File: src/rtl/gpio_irq_pkg.sv
package gpio_irq_pkg;
   localparam int unsigned REG_ADDR_W = 3;
   typedef enum logic [REG_ADDR_W-1:0] {
      RA_LVLSEL  = 3'd0,
      RA_POL     = 3'd1,
      RA_ANYEDGE = 3'd2,
      RA_ENMASK  = 3'd3,
      RA_RAW     = 3'd4,
      RA_MASKED  = 3'd5,
      RA_CLEAR   = 3'd6
   } reg_addr_e;
endpackage

File: src/rtl/gpio_irq_sync.sv
module gpio_irq_sync #(
   parameter int unsigned N      = 8,
   parameter int unsigned STAGES = 2
) (
   input  logic         clk_i,
   input  logic         rst_ni,
   input  logic [N-1:0] d_i,
   output logic [N-1:0] q_o
);
   logic [N-1:0] stg_q [STAGES];

   always_ff @(posedge clk_i) begin
      if (!rst_ni) begin
         for (int k = 0; k < int'(STAGES); k++) stg_q[k] <= '0;
      end else begin
         stg_q[0] <= d_i;
         for (int k = 1; k < int'(STAGES); k++) stg_q[k] <= stg_q[k-1];
      end
   end

   assign q_o = stg_q[STAGES-1];
endmodule

File: src/rtl/gpio_irq_detect.sv
module gpio_irq_detect #(
   parameter int unsigned N = 8
) (
   input  logic         clk_i,
   input  logic         rst_ni,
   input  logic [N-1:0] sync_i,
   input  logic [N-1:0] lvl_i,
   input  logic [N-1:0] pol_i,
   input  logic [N-1:0] any_i,
   input  logic [N-1:0] clr_i,
   output logic [N-1:0] hit_o,
   output logic [N-1:0] raw_o
);
   logic [N-1:0] prev_q;
   logic [N-1:0] flag_q;
   logic [N-1:0] flag_d;

   always_ff @(posedge clk_i) begin
      if (!rst_ni) begin
         prev_q <= '0;
         flag_q <= '0;
      end else begin
         prev_q <= sync_i;
         flag_q <= flag_d;
      end
   end

   for (genvar i = 0; i < int'(N); i++) begin : g_pin
      logic rise, fall, edge_ok;
      assign rise    = sync_i[i] & ~prev_q[i];
      assign fall    = ~sync_i[i] & prev_q[i];
      assign edge_ok = any_i[i] ? (rise | fall) : (pol_i[i] ? rise : fall);
      assign hit_o[i]  = ~lvl_i[i] & edge_ok;
      // new edge takes priority over a coincident clear
      assign flag_d[i] = lvl_i[i] ? 1'b0 : (hit_o[i] | (flag_q[i] & ~clr_i[i]));
      assign raw_o[i]  = lvl_i[i] ? ~(sync_i[i] ^ pol_i[i]) : flag_q[i];
   end
endmodule

File: src/rtl/gpio_irq_regs.sv
module gpio_irq_regs
   import gpio_irq_pkg::*;
#(
   parameter int unsigned N = 8
) (
   input  logic                  clk_i,
   input  logic                  rst_ni,
   input  logic                  wr_i,
   input  logic [REG_ADDR_W-1:0] addr_i,
   input  logic [N-1:0]          wdata_i,
   input  logic [N-1:0]          raw_i,
   output logic [N-1:0]          lvl_o,
   output logic [N-1:0]          pol_o,
   output logic [N-1:0]          any_o,
   output logic [N-1:0]          mask_o,
   output logic [N-1:0]          clr_o,
   output logic [N-1:0]          masked_o,
   output logic [N-1:0]          rdata_o
);
   always_ff @(posedge clk_i) begin
      if (!rst_ni) begin
         lvl_o  <= '0;
         pol_o  <= '0;
         any_o  <= '0;
         mask_o <= '0;
      end else if (wr_i) begin
         case (addr_i)
            RA_LVLSEL:  lvl_o  <= wdata_i;
            RA_POL:     pol_o  <= wdata_i;
            RA_ANYEDGE: any_o  <= wdata_i;
            RA_ENMASK:  mask_o <= wdata_i;
            default: ;
         endcase
      end
   end

   assign clr_o    = (wr_i && addr_i == RA_CLEAR) ? wdata_i : '0;
   assign masked_o = raw_i & mask_o;

   always_comb begin
      case (addr_i)
         RA_LVLSEL:  rdata_o = lvl_o;
         RA_POL:     rdata_o = pol_o;
         RA_ANYEDGE: rdata_o = any_o;
         RA_ENMASK:  rdata_o = mask_o;
         RA_RAW:     rdata_o = raw_i;
         RA_MASKED:  rdata_o = masked_o;
         default:    rdata_o = '0;
      endcase
   end
endmodule

File: src/rtl/gpio_irq_sense.sv
module gpio_irq_sense
   import gpio_irq_pkg::*;
#(
   parameter int unsigned NPINS       = 8,
   parameter int unsigned SYNC_STAGES = 2
) (
   input  logic                  clk_i,
   input  logic                  rst_ni,
   input  logic [NPINS-1:0]      pin_i,
   input  logic                  reg_wr_i,
   input  logic [REG_ADDR_W-1:0] reg_addr_i,
   input  logic [NPINS-1:0]      reg_wdata_i,
   output logic [NPINS-1:0]      reg_rdata_o,
   output logic                  irq_o
);
   initial begin
      assert (NPINS >= 1 && NPINS <= 32) else $error("NPINS out of range");
      assert (SYNC_STAGES >= 2 && SYNC_STAGES <= 4) else $error("SYNC_STAGES out of range");
   end

   logic [NPINS-1:0] sync_w, lvl_q, pol_q, any_q, mask_q, clr_w, hit_w, raw_w, masked_w;

   gpio_irq_sync #(.N(NPINS), .STAGES(SYNC_STAGES)) u_sync (
      .clk_i(clk_i), .rst_ni(rst_ni), .d_i(pin_i), .q_o(sync_w));

   gpio_irq_detect #(.N(NPINS)) u_det (
      .clk_i(clk_i), .rst_ni(rst_ni), .sync_i(sync_w), .lvl_i(lvl_q),
      .pol_i(pol_q), .any_i(any_q), .clr_i(clr_w), .hit_o(hit_w), .raw_o(raw_w));

   gpio_irq_regs #(.N(NPINS)) u_regs (
      .clk_i(clk_i), .rst_ni(rst_ni), .wr_i(reg_wr_i), .addr_i(reg_addr_i),
      .wdata_i(reg_wdata_i), .raw_i(raw_w), .lvl_o(lvl_q), .pol_o(pol_q),
      .any_o(any_q), .mask_o(mask_q), .clr_o(clr_w), .masked_o(masked_w),
      .rdata_o(reg_rdata_o));

   assign irq_o = |masked_w;
endmodule

File: config.mk
export PLATFORM = sky130hd
export DESIGN_NAME = gpio_irq_sense
export DESIGN_NICKNAME = d
export VERILOG_FILES = /design/src/rtl/gpio_irq_pkg.sv /design/src/rtl/gpio_irq_sync.sv /design/src/rtl/gpio_irq_detect.sv /design/src/rtl/gpio_irq_regs.sv /design/src/rtl/gpio_irq_sense.sv
export SDC_FILE = /design/constraint.sdc
export NUM_CORES = 1
export LEC_CHECK = 0
export CORE_MARGIN = 2
export CORE_UTILIZATION = 30
export CTS_CLUSTER_DIAMETER = 40
export DETAILED_ROUTE_END_ITERATION = 8
export HOLD_SLACK_MARGIN = 0.12
export PLACE_DENSITY = 0.57
export SYNTH_ARGS = -nofsm -noshare
export SYNTH_HDL_FRONTEND = slang
export SYNTH_SLANG_ARGS = --single-unit
File: constraint.sdc
create_clock -name clk_i -period 1.9 [get_ports clk_i]
set_input_delay 0.475 -clock clk_i [delete_from_list [all_inputs] [get_ports clk_i]]
set_output_delay 0.475 -clock clk_i [all_outputs]
set_load 0.02 [all_outputs]
After elaboration in Yosys (flattened, before gate mapping)
Memory sizes are Yosys's and may differ from the RTL's. Cells that the tools add are included.

Bits in registers: 48. Memory bits (writable): 16. Input port bits: 22. Memories kept: 1.

Equal/unequal tests: 6. Multiplexer cells: 30. Bitwise operators: 100. Reduce and logical (&&, ||, !) cells: 15.

Memory list: u_sync.stg_q (depth 2, bits a word 8, rd ports 2, clocked after memory_dff 0, wr ports 2, line gpio_irq_sync.sv:10) `logic [N-1:0] stg_q [STAGES];`.

Operators with widths (count): $pmux 8 s6 (1); $not 1->1 (41); $and 1x1->1 (32); $mux 1 (26); $mux 8 (3); $or 1x1->1 (18); $reduce_or 2->1 (8); $eq 3x3->1 const B (3); $and 8x8->8 (1); $reduce_and 2->1 (4); $reduce_or 8->1 (1); $xor 1x1->1 (8); $eq 3x2->1 const B (2); $eq 3x1->1 const B (1); $logic_not 3->1 (1); $logic_and 1x1->1 (1).

Depth between registers and ports, before layout
Depth in word-level cells: 6. Gate-level depth with buffers: 6. Gate-level depth less buffers: 6.

Cells and area by module
Synthesis repeated with hierarchy kept, for this count alone.

Cells, all modules: 377. Area total of the unflattened synthesis: 3534.6 um2.

Modules (own cells, without submodules): gpio_irq_regs (times used 1, cells an instance 204, area each 1825.5 um2); gpio_irq_detect (times used 1, cells an instance 129, area each 1186.1 um2); gpio_irq_sync (times used 1, cells an instance 41, area each 506.7 um2); gpio_irq_sense (times used 1, cells an instance 3, area each 16.3 um2).

Least setup slack after synthesis
No wires, ideal clock.

Kind: input port to output port. From: input reg_addr_i[1]. To: output reg_rdata_o[0]. Arrival time: 1.525 ns. Required time: 1.425 ns. Slack: -0.100 ns. Stages on the path: 4. Cells stage by stage: buf_6 -> nand2b_1 -> clkbuf_1 -> o32ai_1.

Word-level cells in the longest chain between the ends: 2.

Ends and longest elaborated chain: start, declared (line gpio_irq_sense.sv:11) `input logic [REG_ADDR_W-1:0] reg_addr_i,`; $eq 3x3->1, or another cell as far along (line gpio_irq_regs.sv:41) `case (addr_i)`; $pmux 8 s6 * (line gpio_irq_regs.sv:41); end, declared (line gpio_irq_sense.sv:13) `output logic [NPINS-1:0] reg_rdata_o,`.

Mark *: on every way between the ends. The rest lies on a longest branch, timed or not.

Final worst setup path
From: register u_regs.lvl_o[3]. To: output irq_o.

Word-level cells in the longest chain between the ends: 3.

Ends and longest elaborated chain: start, declared (line gpio_irq_regs.sv:12) `output logic [N-1:0] lvl_o,`; start signal, assigned (line gpio_irq_regs.sv:28) `RA_LVLSEL: lvl_o <= wdata_i;`; $mux 1 (line gpio_irq_detect.sv:36) `assign raw_o[i] = lvl_i[i] ? ~(sync_i[i] ^ pol_i[i]) : flag_q[i];`; $and 8x8->8 (line gpio_irq_regs.sv:38) `assign masked_o = raw_i & mask_o;`; $reduce_or 8->1 (line gpio_irq_sense.sv:36) `assign irq_o = |masked_w;`; end, declared (line gpio_irq_sense.sv:14) `output logic irq_o`.

No other way between the ends.

==> results.py <==
metrics = {
    "detailed_routing": {
        "routed_wirelength_um": 8535,
        "routed-via-count": 2832,
        "wl_per_cell_um": 13.92,
        "drt-vias-per-instance": 4.620,
        "drt_iter0_drc": 98,
        "dr.pass1.iters": 4,
        "antenna_left": 0,
        "drc": 0,
    },
    "critical_path": {
        "cp_data_arrival_time_ns": 1.71,
        "critical_path.top_delay_family": "simple AND/OR/NAND/NOR gates",
        "r2r_setup_slack_ns": 0.42,
        "required_ns": 1.42,
        "r2r_end": "u_det.flag_q[7]",
        "cp_max_fo": 2,
        "slowest_stage": "or3_4",
        "end_kind": "output port",
        "startpoint_type": "flop",
        "cp.buffers_inverters": 1,
        "rr_startpoint": "u_sync.stg_q[0][15]",
        "max_stage_delay_ns": 0.40,
        "rr_worst_depth": 7,
        "crit_type": "reg2out",
        "crit_chain": "and2b_1 > a22oi_2 > nand4_1 > or3_4 > buf_6",
    },
    "yosys": {
        "post_synth_inst_count": 363,
        "synthSimpleGateAreaFrac_pct": 22.46,
        "synth_top_family_by_area": "simple AND/OR/NAND/NOR gates",
        "synthAdderAreaFrac_pct": 6.029,
        "yosys_warnings": 0,
        "synth_edf_count": 0,
        "syn_nets": 401,
        "synth_ff_type": "dfxtp_1",
        "synth_mux_area_share_pct": 11.87,
        "syn-mean-instance-area_um2": 9.148,
        "yosysSeqAreaShare_pct": 38.58,
        "netlist_area_um2": 3321,
        "ys_ff_latch": 64,
        "synthXorXnorAreaFrac_pct": 2.110,
        "synth.distinct_cells": 36,
        "async_flop_share_pct": 0,
        "synth_compound_area_share_pct": 12.28,
    },
    "global_route": {
        "grt_pass1_wl_um": 13910,
        "grt_pass1_vias": 2774,
        "antenna_found_initial": 0,
        "grt_use_total_pct": 15.43,
        "overflow": 0,
        "grt_max_degree": 65,
    },
    "sta": {
        "setup_viol": 9,
        "hold_violations": 0,
        "drv_slew": 0,
        "layout_worst_path_cycle_share_pct": 115.2,
        "clock.fmax_mhz": 457.1,
        "rsz0062_at_grt": "true",
        "slew-limit-headroom_pct": 81.91,
        "finClkSkew_ns": 0.006911,
        "tightest_slew_ns": 0.2638,
        "layout_setup_ws_ns": -0.2879,
        "period_needed_ns": 2.188,
    },
    "power": {
        "power.density_nw_per_um2": 639.6,
        "leakage_nw": 1.890,
        "switching_share_pct": 26.69,
        "power_switching_mw": 0.8042,
        "clkPwrFrac_pct": 39.9,
        "seq_power_share_pct": 46.9,
        "max-vdd-ir-drop_mv": 0.3360,
        "internal-power_mw": 2.209,
        "p_comb_share_pct": 13.3,
    },
    "cells_and_area": {
        "areaGrowthSynthToFinish_pct": 41.86,
        "num-fill-cells": 1077,
        "layout_commonest_cell": "buf_4",
        "postLayoutCellArea_um2": 4711,
        "diodes": 0,
        "drive_gt1_share_pct": 35.31,
        "mostFrequentLayoutCells": "66 x buf_4, 58 x nand2_1, 47 x dfxtp_1",
        "layout.nets": 506,
        "final_util_pct": 43.46,
    },
    "min_path": {
        "hold_end": "u_sync.stg_q[0][8]",
        "hp-start": "u_sync.stg_q[0][0]",
        "hp-class": "reg2reg",
        "hold-path-cell-count": 1,
    },
    "clock_tree": {
        "cts_tree": "yes",
        "cts.clk_slew.worst_paths_ns": 0.08,
        "clockRootBuffer": "clkbuf_8",
        "clk_latency_ns": 0.35,
        "htree_levels": 3,
        "cts_max_path_buffers": 2,
        "cts_hold_buffers": 0,
        "numCtsBuffers": 9,
        "clock_sinks": 64,
    },
    "run_status": {
        "status": "finished with violations",
        "violations": "negative setup slack",
    },
    "floorplanning": {
        "rows": 38,
        "dieWidth_um": 109.2,
        "die_area_um2": 11930,
        "coreArea_um2": 10840,
        "die_y_um": 109.2,
        "ioPinCount": 31,
        "initial_core_util_pct": 30.63,
    },
    "place": {
        "placed_area_um2": 4225,
        "hpwl_um": 5763,
        "place_congestion": 0.8053,
        "portBuffers": 30,
    },
    "flow_run": {
        "max_cap_violations": 0,
    },
}
==> worst max-delay path by stage <==
stage / from / endpoint / cells past startpoint / slack, ns
after global routing: u_det.flag_q[4] / irq_o / 5 / -0.35
after detailed placement: reg_addr_i[1] / reg_rdata_o[5] / 6 / -1.09
final: u_regs.lvl_o[3] / irq_o / 5 / -0.29
after floorplan: reg_addr_i[1] / reg_rdata_o[0] / 4 / -0.10
after global placement: reg_addr_i[1] / reg_rdata_o[5] / 6 / -1.09
after CTS: u_det.flag_q[4] / irq_o / 5 / -0.28
==> layer usage <==
metal	up-vias	track usage, %	wire length (um)
li1	1422	-	-
met1	1347	20.85	4127
met2	50	24.09	3985
met3	13	3.467	283
met4	0	5.606	138
met5	-	0	0
==> what timing repair did <==
action                                  4_1_cts  5_1_grt
endpoints found under the setup margin       12        9
pin swaps                                     8        1
cloned                                        1        0
gates resized for setup                     110       12
hold endpoints to repair                      0        0
setup buffers                                10        2
==> worst register-to-register path: cells and delay by family, from the launching register on <==
family | cells | cell delay, ns
compound gates | 1 | 0.16
fa+ha+maj | 1 | 0.18
buf+inv | 2 | 0.18
flops | 1 | 0.37
mux | 1 | 0.26
simple gates | 2 | 0.24
==> power by group through the flow <==
stage | Sequential, mW | Clock (mW) | Combinational [mW]
3_5_place_dp | 1.44 | 0 | 0.361
2_1_floorplan | 1.44 | 0 | 0.185
4_1_cts | 1.41 | 1.23 | 0.398
5_1_grt | 1.42 | 1.30 | 0.437
6_report | 1.41 | 1.20 | 0.400
3_3_place_gp | 1.44 | 0 | 0.353
==> registers in the layout, indices dropped and copies added, names as in the netlist <==
register,count
u_regs.pol_o,8
u_regs.lvl_o,8
u_det.flag_q,8
u_det.prev_q,8
u_sync.stg_q,16
u_regs.mask_o,8
u_regs.any_o,8
==> layout make-up <==
class                           instances  area, um^2  share of cell area [%]
Sequential cell                        64        1303                   27.65
Clock inverter                          7       72.57                   1.541
Timing Repair Buffer                  110       987.2                   20.96
Inverter                               34       127.6                   2.709
Tap cell                              140       175.2                   3.718
Clock buffer                            9       123.9                   2.629
Multi-Input combinational cell        249        1922                   40.80
==> synth_stat cells (8+ instances only) <==
master,n,share of area (%)
nand2_1,58,6.6
nand3_1,9,1.4
a21boi_0,18,4.1
clkbuf_1,9,1.0
inv_1,34,3.8
ha_1,16,6.0
nor2b_1,19,3.6
o32ai_1,8,2.1
a21oi_1,10,1.5
mux2i_1,12,3.6
o21ai_0,16,2.4
and2_1,24,4.5
mux2_2,8,2.7
xnor2_1,8,2.1
dfxtp_1,64,39
==> metrics by stage <==
step,TNS (ns),hold slack (ns),worst slack [ns],power (mW),cells
2_1_floorplan,-0.7509,0.4119,-0.1001,1.625,363
3_3_place_gp,-17.52,0.4155,-1.088,1.792,584
3_5_place_dp,-18.22,0.4169,-1.089,1.800,584
4_1_cts,-1.443,0.4312,-0.2764,3.043,611
5_1_grt,-1.769,0.4414,-0.3513,3.152,613
6_report,-1.281,0.4287,-0.2879,3.013,613
==> cell families (layout without fill, tap and decap cells) <==
group,Yosys count,in the layout
mux,28,28
compound gates,62,62
simple gates,135,135
fa+ha+maj,16,16
buf+inv,50,160
flops,64,64
xor+xnor,8,8
(Power assumes the default switching activity.)
